### src/rtl/irq_bank_pkg.sv
package irq_bank_pkg;

  typedef enum logic [2:0] {
    RD_NONE,
    RD_STATUS,
    RD_EVENT,
    RD_ENABLE,
    RD_ACK,
    RD_LEVEL
  } regSel_e;

  typedef struct packed {
    logic    enableWr;
    logic    ackWr;
    logic [3:0] bankIdx;
    regSel_e rdSel;
  } busStrobe_t;

endpackage

### src/rtl/irq_bank_slice.sv
module irq_bank_slice #(
  parameter int BANK_W = 32,
  parameter logic [BANK_W-1:0] LEVEL_MASK = '0
) (
  input  logic              clk,
  input  logic              rst,
  input  logic [BANK_W-1:0] srcIn,
  input  logic              enableWr,
  input  logic              ackWr,
  input  logic [BANK_W-1:0] wrData,
  output logic [BANK_W-1:0] eventQ,
  output logic [BANK_W-1:0] enableQ,
  output logic [BANK_W-1:0] levelLive,
  output logic [BANK_W-1:0] pending
);

  localparam logic [BANK_W-1:0] EDGE_MASK = ~LEVEL_MASK;

  logic [BANK_W-1:0] syncA;
  logic [BANK_W-1:0] syncB;
  logic [BANK_W-1:0] lastB;
  logic [BANK_W-1:0] riseVec;
  logic [BANK_W-1:0] ackClr;

  // two-stage synchroniser plus previous-value stage for edge detection
  always_ff @(posedge clk) begin
    if (rst) begin
      syncA <= '0;
      syncB <= '0;
      lastB <= '0;
    end else begin
      syncA <= srcIn;
      syncB <= syncA;
      lastB <= syncB;
    end
  end

  // a rise on an edge source is recorded only while enabled
  assign riseVec = syncB & ~lastB & enableQ & EDGE_MASK;
  assign ackClr  = ackWr ? wrData : '0;

  always_ff @(posedge clk) begin
    if (rst) begin
      eventQ  <= '0;
      enableQ <= '0;
    end else begin
      eventQ <= (eventQ & ~ackClr) | riseVec;
      if (enableWr) begin
        enableQ <= wrData;
      end
    end
  end

  assign levelLive = syncB;
  assign pending   = (eventQ | (syncB & LEVEL_MASK)) & enableQ;

endmodule

### src/rtl/irq_bank_control.sv
module irq_bank_control
  import irq_bank_pkg::*;
#(
  parameter int NUM_BANKS = 2,
  parameter int BANK_W    = 32,
  parameter int ADDR_W    = 6,
  localparam int NUM_SRC   = NUM_BANKS * BANK_W,
  localparam int SRC_IDX_W = $clog2(NUM_SRC)
) (
  input  logic [ADDR_W-1:0]    addr,
  input  logic                 wrEn,
  input  logic [NUM_SRC-1:0]   pendingAll,
  output busStrobe_t           strobe,
  output logic                 statusValid,
  output logic [SRC_IDX_W-1:0] statusNum
);

  localparam int GRP_W  = ADDR_W - 4;
  localparam int BIT_IW = $clog2(BANK_W);

  logic [GRP_W-1:0] grp;
  logic [1:0]       off;
  logic             aligned;

  assign grp     = addr[ADDR_W-1:4];
  assign off     = addr[3:2];
  assign aligned = (addr[1:0] == 2'b00);

  always_comb begin
    strobe          = '0;
    strobe.rdSel    = RD_NONE;
    if (aligned) begin
      if (grp == '0 && off == 2'd0) begin
        strobe.rdSel = RD_STATUS;
      end else if (grp >= GRP_W'(1) && grp <= GRP_W'(NUM_BANKS)) begin
        strobe.bankIdx = 4'(NUM_BANKS) - 4'(grp);
        case (off)
          2'd0:    strobe.rdSel = RD_EVENT;
          2'd1:    strobe.rdSel = RD_ENABLE;
          2'd2:    strobe.rdSel = RD_ACK;
          default: strobe.rdSel = RD_LEVEL;
        endcase
        strobe.enableWr = wrEn && (off == 2'd1);
        strobe.ackWr    = wrEn && (off == 2'd2);
      end
    end
  end

  // per-bank highest-bit search, then upper banks override lower ones
  logic [NUM_BANKS-1:0] bankHit;
  logic [BIT_IW-1:0]    bankBit [NUM_BANKS];

  for (genvar b = 0; b < NUM_BANKS; b++) begin : g_enc
    always_comb begin
      bankHit[b] = 1'b0;
      bankBit[b] = '0;
      for (int i = 0; i < BANK_W; i++) begin
        if (pendingAll[b*BANK_W + i]) begin
          bankHit[b] = 1'b1;
          bankBit[b] = BIT_IW'(i);
        end
      end
    end
  end

  always_comb begin
    statusValid = 1'b0;
    statusNum   = '0;
    for (int b = 0; b < NUM_BANKS; b++) begin
      if (bankHit[b]) begin
        statusValid = 1'b1;
        statusNum   = SRC_IDX_W'(b * BANK_W) + SRC_IDX_W'(bankBit[b]);
      end
    end
  end

endmodule

### src/rtl/irq_bank_datapath.sv
module irq_bank_datapath
  import irq_bank_pkg::*;
#(
  parameter int NUM_BANKS = 2,
  parameter int BANK_W    = 32,
  parameter logic [NUM_BANKS*BANK_W-1:0] LEVEL_MASK = '0,
  localparam int NUM_SRC   = NUM_BANKS * BANK_W,
  localparam int SRC_IDX_W = $clog2(NUM_SRC)
) (
  input  logic                 clk,
  input  logic                 rst,
  input  logic [NUM_SRC-1:0]   srcIn,
  input  logic [BANK_W-1:0]    wrData,
  input  busStrobe_t           strobe,
  input  logic                 statusValid,
  input  logic [SRC_IDX_W-1:0] statusNum,
  output logic [BANK_W-1:0]    rdData,
  output logic [NUM_SRC-1:0]   eventAll,
  output logic [NUM_SRC-1:0]   enableAll,
  output logic [NUM_SRC-1:0]   pendingAll,
  output logic                 irqOut
);

  logic [NUM_SRC-1:0] levelAll;

  for (genvar b = 0; b < NUM_BANKS; b++) begin : g_bank
    logic bankSel;
    assign bankSel = (strobe.bankIdx == 4'(b));

    irq_bank_slice #(
      .BANK_W     (BANK_W),
      .LEVEL_MASK (LEVEL_MASK[b*BANK_W +: BANK_W])
    ) u_slice (
      .clk       (clk),
      .rst       (rst),
      .srcIn     (srcIn[b*BANK_W +: BANK_W]),
      .enableWr  (strobe.enableWr && bankSel),
      .ackWr     (strobe.ackWr && bankSel),
      .wrData    (wrData),
      .eventQ    (eventAll[b*BANK_W +: BANK_W]),
      .enableQ   (enableAll[b*BANK_W +: BANK_W]),
      .levelLive (levelAll[b*BANK_W +: BANK_W]),
      .pending   (pendingAll[b*BANK_W +: BANK_W])
    );
  end

  always_comb begin
    rdData = '0;
    case (strobe.rdSel)
      RD_STATUS: begin
        rdData[SRC_IDX_W]     = statusValid;
        rdData[SRC_IDX_W-1:0] = statusNum;
      end
      RD_EVENT, RD_ENABLE, RD_LEVEL: begin
        for (int b = 0; b < NUM_BANKS; b++) begin
          if (strobe.bankIdx == 4'(b)) begin
            if (strobe.rdSel == RD_EVENT)       rdData = eventAll[b*BANK_W +: BANK_W];
            else if (strobe.rdSel == RD_ENABLE) rdData = enableAll[b*BANK_W +: BANK_W];
            else                                rdData = levelAll[b*BANK_W +: BANK_W];
          end
        end
      end
      default: rdData = '0;
    endcase
  end

  assign irqOut = |pendingAll;

endmodule

### src/rtl/banked_irq_ctrl.sv
module banked_irq_ctrl
  import irq_bank_pkg::*;
#(
  parameter int NUM_BANKS = 2,
  parameter int BANK_W    = 32,
  parameter int ADDR_W    = 6,
  parameter logic [NUM_BANKS*BANK_W-1:0] LEVEL_MASK = {32'h0000_0000, 32'h3ff0_0000},
  localparam int NUM_SRC   = NUM_BANKS * BANK_W,
  localparam int SRC_IDX_W = $clog2(NUM_SRC)
) (
  input  logic               clk,
  input  logic               rst,
  input  logic [NUM_SRC-1:0] srcIn,
  input  logic [ADDR_W-1:0]  busAddr,
  input  logic               busWrEn,
  input  logic [BANK_W-1:0]  busWrData,
  output logic [BANK_W-1:0]  busRdData,
  output logic               irqOut
);

  busStrobe_t           strobe;
  logic                 statusValid;
  logic [SRC_IDX_W-1:0] statusNum;
  logic [NUM_SRC-1:0]   eventAll;
  logic [NUM_SRC-1:0]   enableAll;
  logic [NUM_SRC-1:0]   pendingAll;

  irq_bank_control #(
    .NUM_BANKS (NUM_BANKS),
    .BANK_W    (BANK_W),
    .ADDR_W    (ADDR_W)
  ) u_control (
    .addr        (busAddr),
    .wrEn        (busWrEn),
    .pendingAll  (pendingAll),
    .strobe      (strobe),
    .statusValid (statusValid),
    .statusNum   (statusNum)
  );

  irq_bank_datapath #(
    .NUM_BANKS  (NUM_BANKS),
    .BANK_W     (BANK_W),
    .LEVEL_MASK (LEVEL_MASK)
  ) u_datapath (
    .clk         (clk),
    .rst         (rst),
    .srcIn       (srcIn),
    .wrData      (busWrData),
    .strobe      (strobe),
    .statusValid (statusValid),
    .statusNum   (statusNum),
    .rdData      (busRdData),
    .eventAll    (eventAll),
    .enableAll   (enableAll),
    .pendingAll  (pendingAll),
    .irqOut      (irqOut)
  );

endmodule

### config.mk
export PLATFORM = sky130hd
export DESIGN_NAME = banked_irq_ctrl
export DESIGN_NICKNAME = d
export VERILOG_FILES = /design/src/rtl/irq_bank_pkg.sv /design/src/rtl/irq_bank_slice.sv /design/src/rtl/irq_bank_control.sv /design/src/rtl/irq_bank_datapath.sv /design/src/rtl/banked_irq_ctrl.sv
export SDC_FILE = /design/constraint.sdc
export NUM_CORES = 1
export LEC_CHECK = 0
export CORE_AREA = 2 2 227 162
export DETAILED_ROUTE_END_ITERATION = 10
export DIE_AREA = 0 0 229 164
export DONT_BUFFER_PORTS = 1
export PLACE_DENSITY = 0.51
export SETUP_SLACK_MARGIN = 0.5
export SYNTH_ARGS = -nofsm -noshare
export SYNTH_HDL_FRONTEND = slang
export SYNTH_SLANG_ARGS = --single-unit
export TNS_END_PERCENT = 5
### constraint.sdc
create_clock -name clk -period 2 [get_ports clk]
set_clock_uncertainty 0.2 [all_clocks]
set_input_delay 0.1 -clock clk [delete_from_list [all_inputs] [get_ports clk]]
set_output_delay 0.1 -clock clk [all_outputs]
set_load 0.02 [all_outputs]
After elaboration in Yosys (flattened, before gate mapping)
Cells that the tools add are included.

Add/subtract/negate cells: 2. Magnitude comparators: 2. Equality and inequality tests: 7. Mux-type cells: 145. Bitwise operators: 15. Reductions and logical operators: 14.

Operator list (count): 32-bit AND (8); 32-bit two-way mux (8); 5-bit two-way mux (33); 32-bit NOT (4); 1-bit two-way mux (68); 4-bit two-way mux (16); 32-bit bitwise OR (2); 64-bit OR reduction (1); 32-bit by 30-bit bitwise OR with 32-bit output (1); 3-bit two-way mux (9); 25-bit two-way mux (1); 9-bit two-way mux (2); 7-bit one-hot mux with 2 select lines (1); 6-bit two-way mux (2); 3-bit one-hot mux with 3 select lines (1); 1-bit logical AND (8); 2-bit two-way mux (4); 6-bit by 5-bit adder with 6-bit output, first input constant (1); 3-bit by 2-bit equality test with 1-bit output, second input constant (2); 2-bit logical NOT (3); 4-bit by 1-bit equality test with 1-bit output, second input constant (1); 4-bit logical NOT (1); 3-bit by 1-bit equality test with 1-bit output, second input constant (1); 3-bit equality test, second input constant (1); other kinds (6) (6).

Register bits after elaboration: 320. Input port bits: 105. Output and inout bits: 33. Logic and storage cells: 195.

Longest topological paths before layout
Gate-level depths: netlist (run 1).

Depth in word-level cells: 37. Gate-level depth with buffers: 11. Mapped depth without buffers: 8.

By module
A second synthesis (run 1) with hierarchy kept.

Cell total of the unflattened synthesis: 1367. Area total of the unflattened synthesis: 13065.0 µm².

By module, submodules not included: irq_bank_slice (u_datapath.g_bank[1].u_slice) (times used 1, cells an instance 473, area an instance 5258.8 µm², sequential area each 3203.1 µm²); irq_bank_slice (u_datapath.g_bank[0].u_slice) (times used 1, cells an instance 442, area an instance 4909.7 µm², sequential area each 3002.9 µm²); irq_bank_datapath (times used 1, cells an instance 301, area an instance 2011.9 µm², sequential area each 0.0 µm²); irq_bank_control (times used 1, cells an instance 151, area an instance 884.6 µm², sequential area each 0.0 µm²).

Worst setup path after synthesis (run 1)
No wires, ideal clock.

Path kind: input to output. Start: in busAddr[5]. End: out busRdData[6]. Arrival: 1.948 ns. Required time: 1.700 ns. Setup slack: -0.248 ns. Stages: 10. Path buffers: 2. Cells stage by stage: inv_1 ha_1 nor4b_4 and2_0 buf_2 buf_2 o22ai_1 nor3_1 a21oi_1 o31ai_1.

Cells in the longest elaborated chain, start to end: 11. Elaborated cells on any way between the ends: 24. Those cells by class: add/sub (1); order compare (2); eq/ne (5); mux (11); reduce/logical (5).

RTL lines: start: declaration (RTL line banked_irq_ctrl.sv:14) `input logic [ADDR_W-1:0] busAddr,`; 2-bit by 1-bit greater-or-equal comparator with 1-bit output / 2-bit <= comparator (equally long branches) (RTL line irq_bank_control.sv:35) `end else if (grp >= GRP_W'(1) && grp <= GRP_W'(NUM_BANKS)) begin`; 1-bit logical AND (RTL line irq_bank_control.sv:35); 9-bit two-way mux (RTL line irq_bank_control.sv:35); 3-bit two-way mux (RTL line irq_bank_control.sv:33) `if (grp == '0 && off == 2'd0) begin`; 9-bit two-way mux * (RTL line irq_bank_control.sv:32) `if (aligned) begin`; 3-bit by 2-bit equality test with 1-bit output (RTL line irq_bank_datapath.sv:49, irq_bank_datapath.sv:58); 32-bit two-way mux (RTL line irq_bank_datapath.sv:58) `else if (strobe.rdSel == RD_ENABLE) rdData = enableAll[b*BANK_W +: BANK_W];`; 32-bit two-way mux (RTL line irq_bank_datapath.sv:57) `if (strobe.rdSel == RD_EVENT) rdData = eventAll[b*BANK_W +: BANK_W];`; 32-bit two-way mux (2 in a row) (RTL line irq_bank_datapath.sv:56) `if (strobe.bankIdx == 4'(b)) begin`; 7-bit one-hot mux with 2 select lines * (RTL line irq_bank_datapath.sv:49) `case (strobe.rdSel)`; end: declaration (RTL line banked_irq_ctrl.sv:17) `output logic [BANK_W-1:0] busRdData,`.

Mark *: on every way between the ends. The rest lies on a longest branch, timed or not.

Final worst setup path (run 1)
Start: reg u_datapath.g_bank[1].u_slice.enableQ[7]. End: out busRdData[2].

Cells in the longest elaborated chain, start to end: 29. Elaborated cells on any way between the ends: 54. Those cells by class: add/sub (1); mux (52); bitwise (1).

RTL lines: start: declaration (RTL line irq_bank_slice.sv:12) `output logic [BANK_W-1:0] enableQ,`; start signal: assignment (RTL line irq_bank_slice.sv:49) `enableQ <= wrData;`; 32-bit AND * (RTL line irq_bank_slice.sv:55) `assign pending = (eventQ | (syncB & LEVEL_MASK)) & enableQ;`; 3-bit two-way mux (RTL line irq_bank_control.sv:58) `if (pendingAll[b*BANK_W + i]) begin`; 4-bit two-way mux (8 in a row) (RTL line irq_bank_control.sv:58); 5-bit two-way mux (16 in a row) (RTL line irq_bank_control.sv:58); 6-bit by 5-bit adder with 6-bit output (RTL line irq_bank_control.sv:72) `statusNum = SRC_IDX_W'(b * BANK_W) + SRC_IDX_W'(bankBit[b]);`; 6-bit two-way mux * (RTL line irq_bank_control.sv:70) `if (bankHit[b]) begin`; 7-bit one-hot mux with 2 select lines * (RTL line irq_bank_datapath.sv:49).

Marks and branches as above.

==> metrics.md, run 1 <==
| Metric | Value |
|---|---|
| Outcome | finished with violations |
| Failing checks | negative hold slack, negative setup slack |
| RSZ-0062 raised after global routing | yes |
| FFs w/ async S/R, synth | 0 |
| CP endpoint kind | output pin |
| Highest-count cells in the layout ignoring fill and taps | 299 x dfxtp_1, 264 x dlygate4sd3_1, 246 x nand2_1 |
| Maxcap violations | 0 |
| Pwr Density | 706.9 mW/mm² |
| Placed cell area | 0.01483 mm² |
| Core footprint | 0.03541 mm² |
| Total GRT Usage | 0.2302 |
| Hold EP | u_datapath.g_bank[0].u_slice.eventQ[19]$_SDFF_PP0_ |
| # DRC | 0 |
| Drt total wl | 44.10 mm |
| Grt total ovfl | 0 |
| CTS max path bufs | 3 |
| Total CTS buffers | 34 |
| Area of the multi-input gates | 0.006648 mm² |
| Row count | 58 |
| GP Congestion | 0.8594 |
| Initial core utilization | 0.3471 |
| Largest net degree at the start of global routing | 311 |
| Antenna Nets Post-Route | 0 |
| Ys flop type | dfxtp_1 |
| Reg2reg end | u_datapath.g_bank[0].u_slice.eventQ[25]$_SDFF_PP0_ |
| Buffers on Ports | 0 |
| Boundary pin count | 138 |
| Vias per cell | 5.023 |
| Critical path required time | 1.70 ns |
| HPWL Detailed | 28.74 mm |
| Vias | 12377 |
| Final nets | 2064 |
| Worst-Skew Late Latency | 0.53 ns |
| Fin. max-slew vios | 0 |
| Die area | 0.03756 mm² |
| Post-Place Cells | 2125 |
| Worst Setup Path Type | reg2out |
| Worst R2R Path Depth | 4 |
| Chip height | 164 µm |
| Sink Count | 310 |
| LEAKAGE | 8.445 nW |
| Syn_nets | 1579 |
| Reg2Reg Launch Point | u_datapath.g_bank[0].u_slice.eventQ[25]$_SDFF_PP0_ |
| Post-Synthesis Cells | 1471 |
| Hold Path Origin | rst |
| Post-synthesis cell area | 0.01229 mm² |
| Crit path time final | 2.723 ns |
| Final hold vios | 118 |
| Ratio of cells with drive above 1 in the final layout | 0.2679 |
| Hold Crit Depth | 1 |
| Worst-Margin Slew | 0.5254 ns |
| Vias in the first global route | 11836 |
| Final setup violation count | 23 |
| Fill cell count | 3245 |
| Met1 Wirelength | 20.14 mm |
| Worst min-delay path category | in2reg |
| Cell area after layout | 0.01971 mm² |
| Initial antenna violation count | 2 |
| Routed WL per cell | 17.90 µm |
| Mapped Avg Cell Area | 8.356 µm² |
| Starting DRT DRC Count | 965 |
| CP max FO | 2 |
| Fin cells | 2464 |
| Reg clk slew, reported paths | 0.06 ns |
| Reg-to-reg slack, setup | 0.56 ns |
| Arrival time at the worst endpoint | 2.42 ns |
| Worst Setup Start Kind | flip-flop |
| Met2 WL | 20.08 mm |
| DRT Pass-1 Iters | 5 |
| Fmax | 0.3673 GHz |
| Pwr Total | 0.01393 W |
| Sequential cell area | 0.006220 mm² |
| EDFF count, synth | 0 |
| Post-synthesis cell type count | 58 |
| Final setup margin | -0.7225 ns |
| Synth Warn # | 0 |
| First-pass GRT wire length | 67.63 mm |
| Top Layer Used | met4 |
| Hold Slack | -0.4886 ns |
| Final worst path period share | 1.361 |
| Synth Register Bits | 310 |
| TritonCTS clock tree | built |
| Seq/Total Area, Yosys | 0.5049 |
| H-tree Lvls | 2 |
| Die Width | 229 µm |
| Root Buffer | clkbuf_16 |
| Max-slew headroom | 0.6497 |
| Most common cell after layout, fill and taps aside | dfxtp_1 |
| Growth of design area from synthesis to finish | 60.31% |
| Met3 Wirelength | 2.863 mm |
| Peak supply drop | 590.7 µV |
## per-stage QoR
step           setup TNS [ns]  utilization  hold slack [ns]  setup WS [ns]
6_report               -6.105       0.5564          -0.4886        -0.7225
5_1_grt                -8.500       0.5564          -0.5212        -0.8282
4_1_cts                -6.266       0.5303          -0.5641        -0.7512
3_5_place_dp           -11.03       0.4187         -0.01212        -0.3334
3_3_place_gp           -10.55       0.4187         -0.01152        -0.3199
2_1_floorplan        -0.08424            -         -0.01220       -0.03177
## routing by layer
| metal | vias to the layer above | GRT usage |
|---|---|---|
| li1 | 5987 | - |
| met1 | 5962 | 0.3165 |
| met2 | 362 | 0.3674 |
| met3 | 66 | 0.04722 |
| met4 | 0 | 0.06375 |
| met5 | - | 0 |
## timing repair
action	in CTS	in global routing
hold buffers	256	8
cloned	0	0
setup endpoints to repair	72	161
pin swaps	22	180
resized for setup	63	207
buffers inserted	3	8
endpoints found under the hold margin	310	118
## logic make-up after synthesis
logic type | after synthesis | synth area share
flops | 310 | 0.5049
fa+ha+maj | 3 | 0.003054
compound gates | 324 | 0.1694
buf+inv | 100 | 0.03725
simple gates | 734 | 0.2854
## worst max-delay path by stage
stage,to,cells past startpoint,slack [ns],startpoint
global route,busRdData[3],7,-0.83,u_datapath.g_bank[1].u_slice.enableQ[9]$_SDFFE_PP0P_
global placement,busRdData[27],10,-0.32,busAddr[5]
detailed placement,busRdData[4],8,-0.33,u_datapath.g_bank[0].u_slice.levelLive[25]$_SDFF_PP0_
floorplan,busRdData[0],6,-0.03,u_datapath.g_bank[1].u_slice.enableQ[27]$_SDFFE_PP0P_
CTS,busRdData[2],10,-0.75,u_datapath.g_bank[1].u_slice.eventQ[7]$_SDFF_PP0_
finish,busRdData[2],10,-0.72,u_datapath.g_bank[1].u_slice.enableQ[7]$_SDFFE_PP0P_
## synth_stat cells (2+ instances only)
library cell	n	share of area
nand2b_1	11	0.0056
a32o_1	4	0.0033
a22oi_2	5	0.0051
a21oi_1	122	0.050
and3_1	25	0.013
nand4_2	2	0.0020
buf_6	3	0.0027
inv_1	16	0.0049
nand4_1	7	0.0036
buf_2	20	0.0081
o2111ai_1	3	0.0021
o21ai_1	3	0.0012
nor2_2	3	0.0015
o31ai_1	3	0.0018
a211oi_1	5	0.0031
nor2_1	135	0.041
a22o_1	7	0.0050
nor4_1	2	0.0010
buf_4	9	0.0055
nor3_1	4	0.0016
a22oi_1	50	0.031
a31o_2	2	0.0014
o21ai_0	41	0.017
and2_1	2	0.0010
o21bai_1	2	0.0012
clkbuf_1	51	0.016
nand3_1	44	0.018
a31oi_1	5	0.0025
nor2b_1	185	0.094
o22ai_1	32	0.016
nand2_1	302	0.092
dfxtp_1	310	0.50
ha_1	3	0.0031
o211ai_1	7	0.0043
nand4b_1	2	0.0014
a32oi_1	17	0.012
a222oi_1	6	0.0049
## flip-flops by register name, summed over array words and instances (netlist names)
signal	flops
u_datapath.g_bank.u_slice.lastB	54
u_datapath.g_bank.u_slice.levelLive	64
u_datapath.g_bank.u_slice.syncA	64
u_datapath.g_bank.u_slice.eventQ	64
u_datapath.g_bank.u_slice.enableQ	64
## where the power goes
group	internal, W	switching, W
combinational	0.000521	0.000354
sequential	0.00633	0.0000787
clock	0.00405	0.00259
total	0.0109	0.00303
## critical path, cell delays in order (launching register included)
cell and delay (ns):
dfxtp_1 0.32, a22oi_2 0.17, buf_4 0.14, buf_4 0.12, a211oi_2 0.06, buf_4 0.13, o211ai_1 0.14, nand3_1 0.10
a31oi_1 0.31, o211ai_1 0.21, buf_4 0.20
## final cells by class
class / count / share of cell area
Multi-Input combinational cell: 1061 / 0.3374
Inverter: 16 / 0.003937
Timing Repair Buffer: 533 / 0.2525
Tap cell: 480 / 0.03048
Sequential cell: 310 / 0.3156
Clock buffer: 51 / 0.05169
Antenna cell: 2 / 0.0002540
Clock inverter: 11 / 0.008128
Note: power is estimated with default switching activity, not from simulation.
==> run 2, diff against run 1 <==
CTS_BUF_LIST = sky130_fd_sc_hd__clkbuf_4 sky130_fd_sc_hd__clkbuf_8 sky130_fd_sc_hd__clkbuf_16   (was not set)
==> run 2 against run 1 <==
Against the previous run: the run still ends with negative hold slack, negative setup slack left; wire length up 0.32%; worst setup slack lost 0.0041 ns; sequential power is essentially flat; via count increased by 0.74%; critical endpoint is now busRdData[3]; flip-flop and latch count unchanged; total power rose by 1.1%; highest routed layer unchanged; global-route usage is essentially flat; combinational power about the same.
==> metrics.md, run 2 (synthesized netlist as in run 1, its figures left out) <==
| Metric | Value |
|---|---|
| Boundary pin count | 138 |
| TritonCTS clock tree | built |
| Reg2Reg Launch Point | u_datapath.g_bank[0].u_slice.syncA[29]$_SDFF_PP0_ |
| Critical path required time | 1.70 ns |
| Post-Place Cells | 2125 |
| Reg2reg end | u_datapath.g_bank[0].u_slice.levelLive[29]$_SDFF_PP0_ |
| Ratio of cells with drive above 1 in the final layout | 0.2774 |
| Vias per cell | 5.056 |
| Outcome | finished with violations |
| Peak supply drop | 592.8 µV |
| Fin. max-slew vios | 0 |
| Growth of design area from synthesis to finish | 61.23% |
| CP endpoint kind | output pin |
| Highest-count cells in the layout ignoring fill and taps | 291 x dfxtp_1, 264 x dlygate4sd3_1, 246 x nand2_1 |
| Final setup margin | -0.7266 ns |
| Largest net degree at the start of global routing | 311 |
| Initial antenna violation count | 2 |
| Pwr Density | 710.3 mW/mm² |
| Reg-to-reg slack, setup | 0.54 ns |
| Hold Slack | -0.5016 ns |
| LEAKAGE | 8.503 nW |
| Hold Path Origin | rst |
| Worst-Skew Late Latency | 0.53 ns |
| CTS max path bufs | 3 |
| Most common cell after layout, fill and taps aside | dfxtp_1 |
| DRT Pass-1 Iters | 6 |
| Cell area after layout | 0.01982 mm² |
| Total GRT Usage | 0.2307 |
| Failing checks | negative hold slack, negative setup slack |
| Chip height | 164 µm |
| Total CTS buffers | 34 |
| Fill cell count | 3217 |
| Crit path time final | 2.727 ns |
| Worst-Margin Slew | 0.8021 ns |
| Die area | 0.03756 mm² |
| Core footprint | 0.03541 mm² |
| GP Congestion | 0.8594 |
| Final worst path period share | 1.363 |
| RSZ-0062 raised after global routing | yes |
| HPWL Detailed | 28.74 mm |
| Vias in the first global route | 11851 |
| Hold EP | u_datapath.g_bank[0].u_slice.enableQ[17]$_SDFFE_PP0P_ |
| Final setup violation count | 22 |
| Initial core utilization | 0.3471 |
| Placed cell area | 0.01483 mm² |
| Arrival time at the worst endpoint | 2.43 ns |
| Sink Count | 310 |
| Fin cells | 2466 |
| Root Buffer | clkbuf_16 |
| Maxcap violations | 0 |
| Row count | 58 |
| First-pass GRT wire length | 67.73 mm |
| CP max FO | 7 |
| Final nets | 2065 |
| Vias | 12469 |
| Fmax | 0.3668 GHz |
| Die Width | 229 µm |
| # DRC | 0 |
| Reg clk slew, reported paths | 0.07 ns |
| Hold Crit Depth | 1 |
| Final hold vios | 118 |
| Worst min-delay path category | in2reg |
| Antenna Nets Post-Route | 0 |
| Starting DRT DRC Count | 1013 |
| H-tree Lvls | 2 |
| Routed WL per cell | 17.94 µm |
| Buffers on Ports | 0 |
| Worst R2R Path Depth | 2 |
| Max-slew headroom | 0.4653 |
| Drt total wl | 44.24 mm |
| Grt total ovfl | 0 |
| Worst Setup Path Type | reg2out |
| Worst Setup Start Kind | flip-flop |
## run 2: cell types whose count changed in the layout (fill, tap and decap cells not counted), sizes merged
cell and delta:
diode +1, buf +1
## run 2: where the power goes
group	switching [W]	total (W)	internal, W
clock	0.00260	0.00679	0.00419
sequential	0.0000780	0.00641	0.00633
combinational	0.000355	0.000877	0.000521
## run 2: cell type report
| class | count | area (µm²) | share of cell area |
|---|---|---|---|
| multi-input cells | 1061 | 6691 | 0.3376 |
| inverters | 16 | 77.57 | 0.003914 |
| flip-flops and latches | 310 | 6230 | 0.3143 |
| well taps | 480 | 600.6 | 0.03030 |
| repair buffers | 534 | 4995 | 0.2520 |
| clock buffers | 51 | 1056 | 0.05329 |
| diodes | 3 | 7.507 | 0.0003788 |
| clock inverters | 11 | 160.2 | 0.008081 |
## run 2: layer usage
layer | routed length (µm) | global-route usage | vias up
met5 | 0 | 0 | -
met4 | 1133 | 0.06612 | 0
met3 | 2949 | 0.04757 | 74
met2 | 20160 | 0.3660 | 401
met1 | 20000 | 0.3178 | 6004
li1 | - | - | 5990
## run 2: what timing repair did
action / CTS / global route
setup buffers: 7 / 5
gates resized for setup: 79 / 207
pin swaps: 28 / 177
hold buffers: 256 / 8
endpoints found under the setup margin: 74 / 161
hold endpoints to repair: 310 / 118
## run 2: worst max-delay path by stage
stage / startpoint / to / slack (ns)
after floorplan: u_datapath.g_bank[1].u_slice.enableQ[27]$_SDFFE_PP0P_ / busRdData[0] / -0.03
final: u_datapath.g_bank[1].u_slice.enableQ[17]$_SDFFE_PP0P_ / busRdData[3] / -0.73
after global placement: busAddr[5] / busRdData[27] / -0.32
after global routing: u_datapath.g_bank[1].u_slice.enableQ[17]$_SDFFE_PP0P_ / busRdData[3] / -0.82
after CTS: u_datapath.g_bank[1].u_slice.enableQ[17]$_SDFFE_PP0P_ / busRdData[0] / -0.75
after detailed placement: u_datapath.g_bank[0].u_slice.levelLive[25]$_SDFF_PP0_ / busRdData[4] / -0.33
## run 2: worst max-delay path, stage by stage, from the launching register on
cell	delay, ns
dfxtp_2	0.32
a22oi_2	0.32
nand4_4	0.19
nor4_4	0.32
buf_6	0.18
nand2_2	0.06
o211a_4	0.25
a31o_4	0.24
## run 2: stage by stage
stage	worst slack, ns	TNS [ns]	total power [W]	util
floorplan	-0.03177	-0.08424	0.006882	-
global placement	-0.3199	-10.55	0.006982	0.4187
detailed placement	-0.3334	-11.03	0.006985	0.4187
CTS	-0.7471	-6.033	0.01413	0.5338
global route	-0.8226	-8.506	0.01457	0.5595
finish	-0.7266	-6.105	0.01408	0.5596
==> run 3, diff against run 2 <==
--- a/config.mk
+++ b/config.mk
@@ -12,5 +12,5 @@
 export DONT_BUFFER_PORTS = 1
 export PLACE_DENSITY = 0.51
-export SETUP_SLACK_MARGIN = 0.5
+export SETUP_SLACK_MARGIN = 0.15
 export SYNTH_ARGS = -nofsm -noshare
 export SYNTH_HDL_FRONTEND = slang
==> constraint.sdc (replaced) <==
create_clock -name clk -period 2 [get_ports clk]
set_clock_uncertainty 0.2 [all_clocks]
set_input_delay 0 -clock clk [delete_from_list [all_inputs] [get_ports clk]]
set_output_delay 0 -clock clk [all_outputs]
set_load 0.02 [all_outputs]
==> run 3 against run 2 <==
Against the previous run: utilization rose by 0.81 points; total power fell by 4.1%; sequential power barely moved; count of clock-buffer cells in the layout fell by 3; sequential share of layout area fell by 0.54 points; fmax fell by 1.3%; first-iteration DRC count fell by 0.79%; critical path depth did not move; the flow still finishes with violations (negative hold slack, negative setup slack); non-clock buffer count rose by 110.
==> metrics.md, run 3 (synthesized netlist as in run 1, its figures left out) <==
| Metric | Value |
|---|---|
| Worst-Skew Late Latency | 0.57 ns |
| Hold Slack | -0.6348 ns |
| Worst Setup Start Kind | flip-flop |
| First-pass GRT wire length | 68.79 mm |
| Highest-count cells in the layout ignoring fill and taps | 332 x dlygate4sd3_1, 305 x dfxtp_1, 297 x nand2_1 |
| Total GRT Usage | 0.2336 |
| Initial antenna violation count | 5 |
| Placed cell area | 0.01468 mm² |
| Max-slew headroom | 0.6547 |
| Crit path time final | 2.762 ns |
| Met3 Use GR | 0.04462 |
| Maxcap violations | 0 |
| Chip height | 164 µm |
| Vias | 12738 |
| Vias in the first global route | 12205 |
| Final setup margin | -0.7621 ns |
| Worst min-delay path category | in2reg |
| Fmax | 0.3620 GHz |
| Drt total wl | 45.00 mm |
| Worst Setup Path Type | reg2out |
| Boundary pin count | 138 |
| Outcome | finished with violations |
| RSZ-0062 raised after global routing | yes |
| Final worst path period share | 1.381 |
| Post-Place Cells | 2123 |
| # DRC | 0 |
| Critical path required time | 1.80 ns |
| Sink Count | 310 |
| H-tree Lvls | 1 |
| Worst-Margin Slew | 0.5180 ns |
| Die Width | 229 µm |
| Total CTS buffers | 31 |
| Met1 Usage GRT | 0.3116 |
| Core footprint | 0.03541 mm² |
| Largest net degree at the start of global routing | 311 |
| Peak supply drop | 707.9 µV |
| TritonCTS clock tree | built |
| Reg clk slew, reported paths | 0.06 ns |
| Fill cell count | 3254 |
| Buffers on Ports | 0 |
| CTS max path bufs | 3 |
| Pwr Total | 0.01349 W |
| GP Congestion | 0.8804 |
| Fin. max-slew vios | 0 |
| Starting DRT DRC Count | 1005 |
| LEAKAGE | 9.376 nW |
| Final core utilization | 0.5677 |
| Arrival time at the worst endpoint | 2.56 ns |
| Die area | 0.03756 mm² |
| CP max FO | 4 |
| Vias per cell | 4.954 |
| Final hold vios | 143 |
| Pwr Density | 671.2 mW/mm² |
| Grt met2 use | 0.3895 |
| DRT Pass-1 Iters | 5 |
| CP endpoint kind | output pin |
| Ratio of cells with drive above 1 in the final layout | 0.1908 |
| Dpl ws | -0.3596 ns |
| Cell area after layout | 0.02010 mm² |
| Failing checks | negative hold slack, negative setup slack |
| GR peak layer | met2 |
| Routed WL per cell | 17.50 µm |
| Growth of design area from synthesis to finish | 63.56% |
| Antenna Nets Post-Route | 0 |
| Root Buffer | clkbuf_16 |
| HPWL Detailed | 28.77 mm |
| Initial core utilization | 0.3471 |
| Row count | 58 |
| Grt total ovfl | 0 |
| Most common cell after layout, fill and taps aside | dlygate4sd3_1 |
| Fin cells | 2571 |
| Final nets | 2172 |
| Final setup violation count | 9 |
-- run 3: changes by cell type in the layout (fill, tap and decap cells not counted), sizes merged --
cell / before / now
bufinv: 4 / 2
clkbuf: 51 / 48
buf: 270 / 262
dlymetal6s4s: 0 / 50
dlygate4sd3: 264 / 332
clkinvlp: 2 / 1
clkinv: 5 / 4
diode: 3 / 5
-- run 3: critical path, stage by stage (launching register included) --
cell and delay [ns]:
dfxtp_1 0.31, a22oi_1 0.33, nand4_1 0.27, nor4_4 0.33, buf_4 0.19, nand2_1 0.06, o211a_1 0.25, a31o_4 0.26
-- run 3: final timing paths --
path                                                               from                                               endpoint  slack, ns  cells past startpoint
setup reg to reg      u_datapath.g_bank[1].u_slice.syncA[17]$_SDFF_PP0_  u_datapath.g_bank[1].u_slice.levelLive[17]$_SDFF_PP0_       0.17                      3
hold reg to reg   u_datapath.g_bank[0].u_slice.enableQ[29]$_SDFFE_PP0P_  u_datapath.g_bank[0].u_slice.enableQ[29]$_SDFFE_PP0P_       0.27                      2
hold / removal                                                      rst  u_datapath.g_bank[0].u_slice.enableQ[11]$_SDFFE_PP0P_      -0.63                      1
setup / recovery      u_datapath.g_bank[1].u_slice.eventQ[2]$_SDFF_PP0_                                           busRdData[3]      -0.76                      7
-- run 3: layer usage --
| metal | wire, µm | vias to the layer above |
|---|---|---|
| met1 | 20220 | 6089 |
| met4 | 1116 | 0 |
| met3 | 2731 | 63 |
| met5 | 0 | - |
| li1 | - | 6204 |
| met2 | 20940 | 382 |
-- run 3: repair_timing --
item	4_1_cts	5_1_grt
hold buffers	363	19
pin swaps	24	15
gates cloned	0	0
buffers inserted	3	3
endpoints found under the setup margin	33	83
gates resized for setup	58	94
hold endpoints to repair	310	139
-- run 3: final cells by class --
cell class,instances,area [µm²],area share
repair buffers,644,6183,0.3076
multi-input cells,1061,5969,0.2969
inverters,16,60.06,0.002987
well taps,480,600.6,0.02987
clock inverters,7,87.58,0.004356
flip-flops and latches,310,6212,0.3090
diodes,5,12.51,0.0006224
clock buffers,48,978.4,0.04867
-- run 3: per-stage QoR --
step,hold WS [ns],TNS [ns]
global route,-0.6282,-6.314
CTS,-0.7046,-5.290
global placement,-0.1099,-8.761
detailed placement,-0.1060,-13.85
floorplan,-0.1122,0
finish,-0.6348,-5.342
-- run 3: report_power, final --
part / switching [W] / internal, W / leakage [nW]
sequential: 0.0000758 / 0.00633 / 2.53
clock: 0.00249 / 0.00359 / 0.535
combinational: 0.000349 / 0.000653 / 6.31
